## src/rtl/hpt_pkg.sv

```systemverilog
package hpt_pkg;
  typedef enum logic [2:0] {
    S_IDLE, S_W0, S_W1, S_SETR, S_SETC, S_FIN
  } walk_st_t;

  // word 0 layout
  localparam int V_BIT = 31;
  // word 1 layout
  localparam int R_BIT = 8;
  localparam int C_BIT = 7;
  localparam logic [7:0] R_SET = 8'h01;
  localparam logic [7:0] C_SET = 8'h80;
endpackage

```

## src/rtl/hpt_hash.sv

```systemverilog
module hpt_hash #(
  parameter int AW      = 32,
  parameter int VSID_W  = 24,
  parameter int PIDX_W  = 16,
  parameter int GRP_SH  = 6
) (
  input  logic [VSID_W-1:0] vsid,
  input  logic [PIDX_W-1:0] pidx,
  input  logic [AW-1:0]     base,
  input  logic [AW-1:0]     mask,
  output logic [AW-1:0]     grp_pri,
  output logic [AW-1:0]     grp_sec
);
  logic [VSID_W-1:0] hash;
  logic [AW-1:0]     hash_w;

  always_comb begin
    hash    = vsid ^ VSID_W'(pidx);
    hash_w  = AW'(hash);
    grp_pri = base + ((hash_w << GRP_SH) & mask);
    grp_sec = base + ((~hash_w << GRP_SH) & mask);
  end
endmodule

```

## src/rtl/hpt_match.sv

```systemverilog
module hpt_match #(
  parameter int WORD_W = 32,
  parameter int VSID_W = 24,
  parameter int API_W  = 6
) (
  input  logic [WORD_W-1:0] w0,
  input  logic [VSID_W-1:0] vsid,
  input  logic [API_W-1:0]  api,
  input  logic              sec,
  output logic              hit
);
  localparam int H_BIT   = API_W;
  localparam int VS_LO   = API_W + 1;
  localparam int VS_HI   = VS_LO + VSID_W - 1;

  always_comb begin
    hit = w0[WORD_W-1] && (w0[H_BIT] == sec) &&
          (w0[VS_HI:VS_LO] == vsid) && (w0[API_W-1:0] == api);
  end

  initial begin
    assert (VS_HI == WORD_W - 2)
      else $error("word 0 field layout does not fill the word");
  end
endmodule

```

## src/rtl/hpt_walker.sv

```systemverilog
module hpt_walker #(
  parameter int AW          = 32,
  parameter int VSID_W      = 24,
  parameter int PAGE_SH     = 12,
  parameter int SEG_SH      = 28,
  parameter int API_SH      = 10,
  parameter int GRP_ENTRIES = 8,
  parameter int ENTRY_BYTES = 8
) (
  input  logic              clk,
  input  logic              rst,
  input  logic              start,
  input  logic [VSID_W-1:0] vsid,
  input  logic [AW-1:0]     ea,
  input  logic              store,
  input  logic [AW-1:0]     tbl_base,
  input  logic [AW-1:0]     tbl_mask,
  output logic              mem_rd_valid,
  output logic [AW-1:0]     mem_rd_addr,
  input  logic              mem_rd_ready,
  input  logic [AW-1:0]     mem_rd_data,
  output logic              mem_wr_valid,
  output logic [AW-1:0]     mem_wr_addr,
  output logic [7:0]        mem_wr_data,
  input  logic              mem_wr_ready,
  output logic              done,
  output logic              found,
  output logic [AW-1:0]     paddr,
  output logic              wr_ok
);
  import hpt_pkg::*;

  localparam int PIDX_W   = SEG_SH - PAGE_SH;
  localparam int API_W    = PIDX_W - API_SH;
  localparam int IDX_W    = $clog2(GRP_ENTRIES);
  localparam int ENT_SH   = $clog2(ENTRY_BYTES);
  localparam int GRP_SH   = $clog2(GRP_ENTRIES * ENTRY_BYTES);
  localparam int W1_OFS   = ENTRY_BYTES / 2;
  localparam int R_OFS    = ENTRY_BYTES - 2;
  localparam int C_OFS    = ENTRY_BYTES - 1;
  localparam logic [IDX_W-1:0] LAST_IDX = IDX_W'(GRP_ENTRIES - 1);

  walk_st_t          st;
  logic [IDX_W-1:0]  idx;
  logic              pass;
  logic [VSID_W-1:0] vsid_q;
  logic [AW-1:0]     ea_q, base_q, mask_q, w1_q;
  logic              st_q;
  logic              done_q, found_q, wr_ok_q;
  logic [AW-1:0]     paddr_q;

  logic [PIDX_W-1:0] pidx;
  logic [AW-1:0]     grp_pri, grp_sec, grp, ent;
  logic              hit;
  logic              c_needed;

  assign pidx = ea_q[SEG_SH-1:PAGE_SH];

  hpt_hash #(.AW(AW), .VSID_W(VSID_W), .PIDX_W(PIDX_W), .GRP_SH(GRP_SH)) u_hash (
    .vsid(vsid_q), .pidx(pidx), .base(base_q), .mask(mask_q),
    .grp_pri(grp_pri), .grp_sec(grp_sec)
  );

  hpt_match #(.WORD_W(AW), .VSID_W(VSID_W), .API_W(API_W)) u_match (
    .w0(mem_rd_data), .vsid(vsid_q), .api(pidx[PIDX_W-1:API_SH]),
    .sec(pass), .hit(hit)
  );

  always_comb begin
    grp          = pass ? grp_sec : grp_pri;
    ent          = grp + (AW'(idx) << ENT_SH);
    mem_rd_valid = (st == S_W0) || (st == S_W1);
    mem_rd_addr  = ent + ((st == S_W1) ? AW'(W1_OFS) : '0);
    mem_wr_valid = (st == S_SETR) || (st == S_SETC);
    mem_wr_addr  = ent + ((st == S_SETR) ? AW'(R_OFS) : AW'(C_OFS));
    mem_wr_data  = (st == S_SETR) ? (w1_q[15:8] | R_SET) : (w1_q[7:0] | C_SET);
    c_needed     = st_q && !w1_q[C_BIT];
  end

  always_ff @(posedge clk) begin
    if (rst) begin
      st      <= S_IDLE;
      idx     <= '0;
      pass    <= 1'b0;
      vsid_q  <= '0;
      ea_q    <= '0;
      base_q  <= '0;
      mask_q  <= '0;
      st_q    <= 1'b0;
      w1_q    <= '0;
      done_q  <= 1'b0;
      found_q <= 1'b0;
      wr_ok_q <= 1'b0;
      paddr_q <= '0;
    end else begin
      done_q <= 1'b0;
      case (st)
        S_IDLE: if (start) begin
          vsid_q <= vsid;
          ea_q   <= ea;
          base_q <= tbl_base;
          mask_q <= tbl_mask;
          st_q   <= store;
          idx    <= '0;
          pass   <= 1'b0;
          st     <= S_W0;
        end
        S_W0: if (mem_rd_ready) begin
          if (hit) begin
            st <= S_W1;
          end else if (idx == LAST_IDX) begin
            idx <= '0;
            if (!pass) begin
              pass <= 1'b1;
            end else begin
              st      <= S_IDLE;
              done_q  <= 1'b1;
              found_q <= 1'b0;
              wr_ok_q <= 1'b0;
              paddr_q <= '0;
            end
          end else begin
            idx <= idx + 1'b1;
          end
        end
        S_W1: if (mem_rd_ready) begin
          w1_q <= mem_rd_data;
          if (!mem_rd_data[R_BIT])                     st <= S_SETR;
          else if (st_q && !mem_rd_data[C_BIT])        st <= S_SETC;
          else                                         st <= S_FIN;
        end
        S_SETR: if (mem_wr_ready) st <= c_needed ? S_SETC : S_FIN;
        S_SETC: if (mem_wr_ready) st <= S_FIN;
        S_FIN: begin
          st      <= S_IDLE;
          done_q  <= 1'b1;
          found_q <= 1'b1;
          wr_ok_q <= w1_q[C_BIT] || st_q;
          paddr_q <= {w1_q[AW-1:PAGE_SH], ea_q[PAGE_SH-1:0]};
        end
        default: st <= S_IDLE;
      endcase
    end
  end

  assign done  = done_q;
  assign found = found_q;
  assign wr_ok = wr_ok_q;
  assign paddr = paddr_q;

  // assertions
  assert_done_pulse_R10: assert property (@(posedge clk) disable iff (rst)
    done |=> !done);
  assert_busy_start_R10: assert property (@(posedge clk) disable iff (rst)
    (st != S_IDLE) |=> $stable(vsid_q) && $stable(ea_q) && $stable(st_q));
  assert_rd_hold_R11: assert property (@(posedge clk) disable iff (rst)
    mem_rd_valid && !mem_rd_ready |=> mem_rd_valid && $stable(mem_rd_addr));
  assert_wr_hold_R11: assert property (@(posedge clk) disable iff (rst)
    mem_wr_valid && !mem_wr_ready |=> mem_wr_valid && $stable(mem_wr_addr) && $stable(mem_wr_data));
  assert_port_excl_R3: assert property (@(posedge clk) disable iff (rst)
    !(mem_rd_valid && mem_wr_valid));
  assert_rd_align_R1: assert property (@(posedge clk) disable iff (rst)
    mem_rd_valid |-> (mem_rd_addr[1:0] == 2'b00));
  assert_rbyte_R6: assert property (@(posedge clk) disable iff (rst)
    mem_wr_valid && (mem_wr_addr[ENT_SH-1:0] == ENT_SH'(R_OFS)) |-> mem_wr_data[0]);
  assert_cbyte_R7: assert property (@(posedge clk) disable iff (rst)
    mem_wr_valid && (mem_wr_addr[ENT_SH-1:0] == ENT_SH'(C_OFS)) |-> mem_wr_data[7] && st_q);
  assert_miss_R5: assert property (@(posedge clk) disable iff (rst)
    done && !found |-> !wr_ok);
  assert_paddr_R9: assert property (@(posedge clk) disable iff (rst)
    done && found |-> (paddr[PAGE_SH-1:0] == ea_q[PAGE_SH-1:0]));
endmodule

```

## config.mk

```make
export PLATFORM = sky130hd
export DESIGN_NAME = hpt_walker
export DESIGN_NICKNAME = d
export VERILOG_FILES = /design/src/rtl/hpt_pkg.sv /design/src/rtl/hpt_hash.sv /design/src/rtl/hpt_match.sv /design/src/rtl/hpt_walker.sv
export SDC_FILE = /design/constraint.sdc
export NUM_CORES = 1
export LEC_CHECK = 0
export BUFFER_PORTS_ARGS = -buffer_cell sky130_fd_sc_hd__clkbuf_2
export CORE_MARGIN = 2
export CORE_UTILIZATION = 52
export DETAILED_ROUTE_END_ITERATION = 12
export PLACE_DENSITY = 0.76
export RECOVER_POWER = 100
export SLEW_MARGIN = 20
export SYNTH_ARGS = -nofsm -noshare
export SYNTH_HDL_FRONTEND = slang
export SYNTH_HIERARCHICAL = 1
export SYNTH_SLANG_ARGS = --single-unit
```

## constraint.sdc

```tcl
create_clock -name clk -period 7.1 [get_ports clk]
set_input_delay 1.065 -clock clk [delete_from_list [all_inputs] [get_ports clk]]
set_output_delay 1.065 -clock clk [all_outputs]
set_load 0.005 [all_outputs]
```

## Word level (Yosys, flattened, before mapping)

Cells that the tools add are included.

- Add/subtract/negate cells: 6
- Eq/ne operators: 19
- Multiplexer cells: 42
- Bitwise operators: 4
- Reductions and logical operators: 19

Operator list:

| kind | number |
|---|---|
| 32-bit two-way mux | 5 |
| 32-bit by 3-bit adder with 32-bit output | 2 |
| 32-bit adder | 2 |
| 32-bit case mux with 2 select lines | 1 |
| 3-bit two-way mux | 14 |
| 32-bit by 6-bit adder with 32-bit output | 1 |
| 30-bit by 32-bit AND with 32-bit output | 1 |
| 32-bit AND | 1 |
| 24-bit inverter with 26-bit output | 1 |
| 24-bit equality test | 1 |
| 24-bit by 16-bit XOR with 24-bit output | 1 |
| 1-bit two-way mux | 15 |
| 3-bit case mux with 5 select lines | 1 |
| 2-bit inequality test, second input constant | 7 |
| 5-bit AND reduction | 2 |
| 3-bit equality test, second input constant | 3 |
| 8-bit two-way mux | 1 |
| 1-bit case mux with 2 select lines | 4 |
| 7-bit AND reduction | 1 |
| 3-bit by 2-bit equality test with 1-bit output, second input constant | 2 |
| 6-bit equality test | 1 |
| 3-bit case mux with 2 select lines | 1 |
| 1-bit logical AND | 5 |
| 2-bit AND reduction | 2 |
| other kinds (11) | 15 |

- Register bits: 191
- Logic and storage cells: 103

## Depth between registers and ports, before layout

Gate-level depths: netlist (run 1).

- Depth in word-level cells: 7
- Gate-level depth with buffers: 21
- Gate-level depth less buffers: 20

## Modules after synthesis

Netlist (run 1), hierarchy kept.

By module, submodules not included:

| module | times used | cells an instance | area an instance (um2) | seq. area each (um2) |
|---|---|---|---|---|
| hpt_walker | 1 | 1190 | 9494.1 | 3803.6 |
| hpt_hash | 1 | 482 | 3331.9 | 0.0 |
| hpt_match | 1 | 42 | 356.6 | 0.0 |

## Least setup slack after synthesis (run 1)

OpenSTA, ideal clock, no wires.

- Path type: reg-to-output
- Start point: reg vsid_q[0]
- End point: out mem_rd_addr[30]
- Arrival time: 4344 ps
- Path slack: 1691 ps
- Cell stages (with the launch flop): 21
- Buffers on the path: 1
- Cell sequence: dfxtp_1 xor2_1 nor2_1 ha_1 inv_1 fa_1 nor2b_1 o31a_1 o31a_1 or2_1 a21oi_1 xnor2_1 nand4_1 a22o_1 or4b_1 xnor2_2 nor2_1 nand4_2 buf_6 nor4_1 xor2_1

- Word-level cells in the longest chain between the ends: 7

RTL lines:

| item | line | source |
|---|---|---|
| start, declared | hpt_walker.sv:46 | `logic [VSID_W-1:0] vsid_q;` |
| start signal, assigned | hpt_walker.sv:99 | `vsid_q <= vsid;` |
| 24-bit by 16-bit XOR with 24-bit output | hpt_hash.sv:18 | `hash = vsid ^ VSID_W'(pidx);` |
| 24-bit inverter with 26-bit output | hpt_hash.sv:21 | `grp_sec = base + ((~hash_w << GRP_SH) & mask);` |
| 32-bit AND | hpt_hash.sv:21 |  |
| 32-bit adder | hpt_hash.sv:21 |  |
| via grp_sec[16] | hpt_walker.sv:53 | `logic [AW-1:0] grp_pri, grp_sec, grp, ent;` |
| 32-bit two-way mux | hpt_walker.sv:70 | `grp = pass ? grp_sec : grp_pri;` |
| 32-bit by 6-bit adder with 32-bit output | hpt_walker.sv:71 | `ent = grp + (AW'(idx) << ENT_SH);` |
| 32-bit by 3-bit adder with 32-bit output | hpt_walker.sv:73 | `mem_rd_addr = ent + ((st == S_W1) ? AW'(W1_OFS) : '0);` |
| end, declared | hpt_walker.sv:19 | `output logic [AW-1:0] mem_rd_addr,` |

The timed path passes the listed nets, and every way through them passes these cells.

## Worst setup path in the final report (run 1)

- Start point: reg vsid_q[12]
- End point: out mem_rd_addr[30]

The elaborated chain is that of the path after synthesis.

==> results.md, run 1 <==
- Run status: finished with violations
- Failing checks: max-capacitance violations, max-slew violations
- Crit-path max cell delay: 0.72 ns
- Hold Crit Endpoint: w1_q[2]$_SDFFE_PP0P_
- Crit Reg-Reg Startpoint: st[0]$_SDFFE_PP0P_
- DP HPWL: 29.1 mm
- I/O pin cnt: 267
- HP Class: reg -> reg
- CTS sink count: 184
- Cell depth of the worst flop-to-flop path: 5
- Nets: 2098
- CP Data Arrival Time: 5.66 ns
- WP data required: 6.03 ns
- Setup_tns: 0 ns
- Syn Std Cell Area: 13000 um^2
- Warnings, synthesis: 6
- Initial antenna violation count: 0
- Syn-to-layout area delta: 14.4%
- Setup Buffers After CTS: 0
- Vias in the first global route: 11752
- Total track usage: 0.281
- Power per cell area: 186 nW/um^2
- # Max-Cap Violations: 3
- Final worst path period share: 0.947
- Flop2flop setup slack: 1.82 ns
- Cell Area, Placed: 14300 um^2
- DIE AREA: 26300 um^2
- Core box area: 24400 um^2
- Finish-stage setup viols: 0
- # placed instances: 2184
- Fin. Hold Viols: 0
- Syn_nets: 1909
- Hold_sp: w1_q[2]$_SDFFE_PP0P_
- TritonRoute pass-1 iters: 6
- Startpoint Class: flip-flop
- Peak VDD IR: 0.180 mV
- Total gr overflow: 0
- Drt wl/cell: 16.9 um
- Largest net degree at the start of global routing: 99
- # H-tree levels: 4
- Port bufs: 256
- Fmax: 149 MHz
- Slew headroom: -0.785
- Final Skew: 0.0148 ns
- Die Y-Extent: 162 um
- Cell count after synthesis: 1690
- Worst hold slack: 0.455 ns
- Reg-to-reg endpoint: ea_q[24]$_SDFFE_PP0P_
- Share of layout cells above drive strength 1: 0.173
- RSZ-0062 raised after global routing: yes
- CP max FO: 7
- # hold bufs at CTS: 0
- Final ANT Viol Nets: 0
- Final WL: 37.4 mm
- CTS root buffer: clkbuf_16
- Critical path class: reg -> out
- Slowest stage cell, crit path: a2111oi_1
- Lkg Pwr: 6.26 nW
- TritonCTS buffer count: 17
- Clk buf depth: 2
- Slew Viols, Final: 151
- Global-route wire length before repair: 59.8 mm
- Slew at the pin with the worst max-slew slack: 2.68 ns
- Die Wd: 162 um
- DRC viols: 0
- Vias: 12443
- Initial core utilization: 0.532
- CP Capture Type: output pin
- Fin area: 14900 um^2
- TritonCTS clock tree: built
- GPL Wtd Cong: 0.904
- Drt via density: 5.62
- # diodes: 0
- Fin cells: 2216
- Avg Inst Size Synth: 7.68 um^2
- Clock latency on the worst-skew pair: 0.44 ns
- Std cell rows: 57
- Initial DRC Count: 840
- Worst Hold Path Cells: 2
- Min Tclk post-route: 6.72 ns
- CP cell instances: xor2_1 -> nor2_1 -> ha_1 -> a21o_1 -> a21oi_1 -> nand2_1 -> a2111oi_1 -> or2_1 -> xnor2_1 -> nand4_1 -> a22o_1 -> or4_4 -> nor2_1 -> xnor2_1 -> nand4b_1 -> nor4_1 -> xor2_1 -> clkbuf_2
- Clock transition at path regs: 0.07 ns
==> through the flow <==
step | utilization | total power, mW | worst slack [ns]
finish | 0.609 | 2.76 | 0.376
CTS | 0.611 | 2.77 | 0.328
global placement | 0.586 | 1.80 | 0.943
global route | 0.609 | 2.89 | -0.0138
floorplan | - | 1.60 | 1.69
detailed placement | 0.586 | 1.81 | 0.793
==> layout by cell type, fill, tap and decap left out, types with 5 or more instances in the layout <==
master and n:
xnor2_2 5, nor2b_1 28, or3_1 10, and3_1 11
a31oi_1 8, nor3_1 19, xor2_1 79, a22oi_1 36
o21ai_0 30, xnor2_1 86, nand3_1 38, dfxtp_1 183
o21bai_1 7, nand4b_1 5, mux2_2 11, ha_1 58
nor2_1 120, inv_1 46, a21o_1 25, a211oi_1 8
nand2b_1 11, nand3b_1 13, mux2i_1 23, o21a_1 9
clkbuf_2 220, buf_4 5, clkinv_8 7, nand4_1 20
and2_1 31, clkbuf_1 37, nand2_1 348, clkbuf_16 17
nor4_1 12, a21oi_1 198, nor4_2 12, or2_2 5
==> worst max-delay path: cells and delay by family, from the launching register on <==
family                   cells  cell delay (ns)
flip-flops                   1             0.41
AO/OA/AOI/OAI                4             1.40
buffers and inverters        1             0.14
XOR/XNOR                     4             0.95
AND/OR/NAND/NOR              8             1.94
adder cells (fa/ha/maj)      1             0.37
==> layout make-up <==
cell class	instances	area (um^2)
clock inverter	15	195
tap	324	405
multi-input combinational	1367	8690
sequential	184	3680
clock buffer	17	425
timing repair buffer	263	1290
fill	2295	9530
inverter	46	173
==> flip-flops by register name, indices dropped and copies added (netlist names) <==
| register | cells |
|---|---|
| idx | 3 |
| paddr | 32 |
| ea_q | 28 |
| base_q | 32 |
| st | 3 |
| vsid_q | 24 |
| found | 1 |
| mask_q | 26 |
| done | 1 |
| st_q | 1 |
| wr_ok | 1 |
| w1_q | 31 |
| pass | 1 |
==> worst max-delay path by stage <==
stage | from | end | slack [ns] | depth (start not counted)
CTS | vsid_q[0]$_SDFFE_PP0P_ | mem_wr_addr[26] | 0.33 | 20
finish | vsid_q[12]$_SDFFE_PP0P_ | mem_rd_addr[30] | 0.38 | 18
global placement | vsid_q[0]$_SDFFE_PP0P_ | mem_rd_addr[26] | 0.94 | 20
floorplan | vsid_q[0]$_SDFFE_PP0P_ | mem_rd_addr[30] | 1.69 | 20
detailed placement | vsid_q[0]$_SDFFE_PP0P_ | mem_wr_addr[26] | 0.79 | 20
global route | vsid_q[0]$_SDFFE_PP0P_ | mem_rd_addr[30] | -0.01 | 21
==> power by group <==
| part | leakage [nW] | internal [mW] | switching (mW) | total [mW] |
|---|---|---|---|---|
| Combinational | 4.47 | 0.266 | 0.397 | 0.664 |
| Clock | 0.295 | 0.481 | 0.485 | 0.966 |
| Sequential | 1.50 | 1.08 | 0.0529 | 1.13 |
| Total | 6.26 | 1.83 | 0.935 | 2.76 |
==> layer usage <==
layer	vias to the layer above	GRT usage	wire (um)	share of wire
li1	6217	-	-	-
met3	47	0.0656	2740	0.073
met1	5769	0.349	15800	0.42
met2	410	0.486	18000	0.48
met5	-	0	0	0
met4	0	0.0796	779	0.021
==> timing repair <==
item                                   CTS  global route
endpoints found under the hold margin    0             0
setup endpoints to repair                0            12
resized for setup                        0             8
Power figures use the tool's default switching activity.
==> run 2, diff against run 1 <==
- clock period: 7.1 -> 6.3 ns (I/O delays scaled with it)
==> run 2 against run 1 <==
Against the previous run: the flow still finishes with violations (max-capacitance violations, max-slew violations); non-clock buffer count is 19 higher; final cell count is 0.90% higher; first-iteration DRC count increased by 3.3%; die area did not move; global-route usage increased by 0.090 points; count of clock-buffer cells in the layout stayed put; wire length rose by 2.4%; clock skew up 0.0047 ns; critical endpoint is now mem_wr_addr[30]; largest cell class unchanged; largest power group unchanged; highest routed layer unchanged.
==> results.md, run 2 (synthesized netlist as in run 1, its figures left out) <==
- Run status: finished with violations (unchanged)
- Failing checks: max-capacitance violations, max-slew violations (unchanged)
- Global-route wire length before repair: 59.9 mm (was 59.8 mm)
- Std cell rows: 57 (unchanged)
- Vias: 12628 (was 12443)
- Drt wl/cell: 17.1 um (was 16.9 um)
- CTS root buffer: clkbuf_16 (unchanged)
- Power per cell area: 207 nW/um^2 (was 186 nW/um^2)
- Initial antenna violation count: 0 (unchanged)
- Final WS setup: 0.192 ns (was 0.376 ns)
- Fin. Hold Viols: 0 (unchanged)
- Worst hold slack: 0.456 ns (was 0.455 ns)
- Die Wd: 162 um (unchanged)
- M1 WL: 15.9 mm (was 15.8 mm)
- TritonCTS clock tree: built (unchanged)
- Initial DRC Count: 868 (was 840)
- CTS sink count: 184 (unchanged)
- Dpl ws: 0.135 ns (was 0.793 ns)
- Port bufs: 256 (unchanged)
- CP Data Arrival Time: 5.16 ns (was 5.66 ns)
- TritonCTS buffer count: 17 (unchanged)
- HP Class: reg -> reg (unchanged)
- Min Tclk post-route: 6.11 ns
- Startpoint Class: flip-flop (unchanged)
- Clock latency on the worst-skew pair: 0.44 ns (about the same)
- DRC viols: 0 (unchanged)
- Most frequent cells in the layout: 347 x nand2_1, 220 x clkbuf_2, 195 x a21oi_1 (was 348 x nand2_1, 220 x clkbuf_2, 198 x a21oi_1)
- Slew Viols, Final: 197 (was 151)
- Fmax: 164 MHz
- Top routing layer in use: met4 (unchanged)
- Largest net degree at the start of global routing: 109 (was 99)
- TritonRoute pass-1 iters: 5 (was 6)
- Peak VDD IR: 0.189 mV (was 0.180 mV)
- Initial core utilization: 0.532 (unchanged)
- Wire length on met3: 2.89 mm (was 2.74 mm)
- DP HPWL: 29.1 mm (about the same)
- Final worst path period share: 0.970
- Vias in the first global route: 12026 (was 11752)
- Share of layout cells above drive strength 1: 0.204 (was 0.173)
- DIE AREA: 26300 um^2 (unchanged)
- # H-tree levels: 4 (unchanged)
- Final-layout fill cell count: 2161 (was 2295)
- Final WL: 38.3 mm (was 37.4 mm)
- Met2 WL: 18.5 mm (was 18.0 mm)
- Slew at the pin with the worst max-slew slack: 3.31 ns (was 2.68 ns)
- Slew headroom: -1.21 (was -0.785)
- Clock transition at path regs: 0.08 ns (was 0.07 ns)
- Final Skew: 0.0195 ns (was 0.0148 ns)
- GPL Wtd Cong: 0.903 (was 0.904)
- Drt via density: 5.65 (was 5.62)
- Critical path class: reg -> out (unchanged)
- CP max FO: 5 (was 7)
- Core box area: 24400 um^2 (unchanged)
- WP data required: 5.35 ns (was 6.03 ns)
- CP Capture Type: output pin (unchanged)
- Setup_tns: 0 ns (unchanged)
- Finish-stage setup viols: 0 (unchanged)
- Clk buf depth: 2 (unchanged)
- Die Y-Extent: 162 um (unchanged)
- Most common cell after layout, fill and taps aside: nand2_1 (unchanged)
- Total gr overflow: 0 (unchanged)
- Total track usage: 0.282 (was 0.281)
- Lkg Pwr: 6.55 nW (was 6.26 nW)
- Syn-to-layout area delta: 18.2% (was 14.4%)
- Nets: 2117 (was 2098)
- Final ANT Viol Nets: 0 (unchanged)
- # Max-Cap Violations: 3 (unchanged)
- I/O pin cnt: 267 (unchanged)
## run 2: cell types whose count changed in the layout (fill, tap and decap cells not counted), moves of 4 or more
| cell | previous run | this run |
|---|---|---|
| buf_4 | 5 | 21 |
| xor2_1 | 79 | 69 |
| xor2_2 | 2 | 11 |
| nor4_4 | 1 | 7 |
| nor4_1 | 12 | 7 |
| dfxtp_1 | 183 | 179 |
| xnor2_1 | 86 | 82 |
## run 2: layer usage
| layer | GRT usage | vias to the layer above |
|---|---|---|
| met5 | 0 | - |
| met4 | 0.0825 | 0 |
| met3 | 0.0674 | 62 |
| met2 | 0.487 | 421 |
| met1 | 0.349 | 5899 |
| li1 | - | 6246 |
## run 2: final timing paths
| kind | startpoint | endpoint | slack [ns] | cells past startpoint |
|---|---|---|---|---|
| worst max-delay path | vsid_q[2]$_SDFFE_PP0P_ | mem_wr_addr[30] | 0.19 | 20 |
| worst min-delay path | ea_q[2]$_SDFFE_PP0P_ | ea_q[2]$_SDFFE_PP0P_ | 0.46 | 2 |
| worst max register to register | pass$_SDFFE_PP0P_ | paddr[10]$_SDFFE_PP0P_ | 1.52 | 10 |
| worst min register to register | ea_q[2]$_SDFFE_PP0P_ | ea_q[2]$_SDFFE_PP0P_ | 0.46 | 2 |
## run 2: area by class of cell
cell class | instances | area (um^2) | share of cell area
clock inverter | 15 | 205 | 0.0134
sequential | 184 | 3690 | 0.241
inverter | 46 | 173 | 0.0112
timing repair buffer | 282 | 1430 | 0.0930
tap | 324 | 405 | 0.0264
clock buffer | 17 | 425 | 0.0277
antenna | 1 | 2.50 | 0.000163
multi-input combinational | 1367 | 9020 | 0.588
## run 2: power breakdown
part / internal (mW) / switching (mW) / total (mW)
Clock: 0.610 / 0.517 / 1.13
Sequential: 1.22 / 0.0643 / 1.28
Combinational: 0.317 / 0.460 / 0.777
Total: 2.14 / 1.04 / 3.19
## run 2: worst max-delay path, cell delays in order, from the launching register on
cell      delay, ns
dfxtp_2        0.38
xor2_2         0.19
nor2_1         0.08
ha_1           0.33
nor2b_1        0.16
o31a_1         0.27
o31a_1         0.39
or2_4          0.31
a21oi_4        0.19
o21ai_1        0.09
xnor2_1        0.28
nand4_1        0.14
a22o_1         0.22
or4_4          0.46
nor3_4         0.17
xor2_2         0.09
nand4b_1       0.18
buf_4          0.21
nor4_4         0.26
xor2_1         0.19
clkbuf_2       0.14
## run 2: metrics by stage
stage	util	cells	instance area, um^2	power, mW
after floorplan	-	1690	13000	1.80
after global placement	0.587	2189	14300	2.03
after detailed placement	0.587	2189	14300	2.04
after CTS	0.617	2223	15100	3.16
after global routing	0.630	2235	15400	3.32
final	0.630	2236	15400	3.19
## run 2: repair_timing
item | 4_1_cts | 5_1_grt
gates resized for setup | 12 | 53
endpoints found under the hold margin | 0 | 0
setup buffers | 2 | 11
hold buffers | 0 | 0
setup endpoints to repair | 12 | 24
pin swaps | 0 | 18
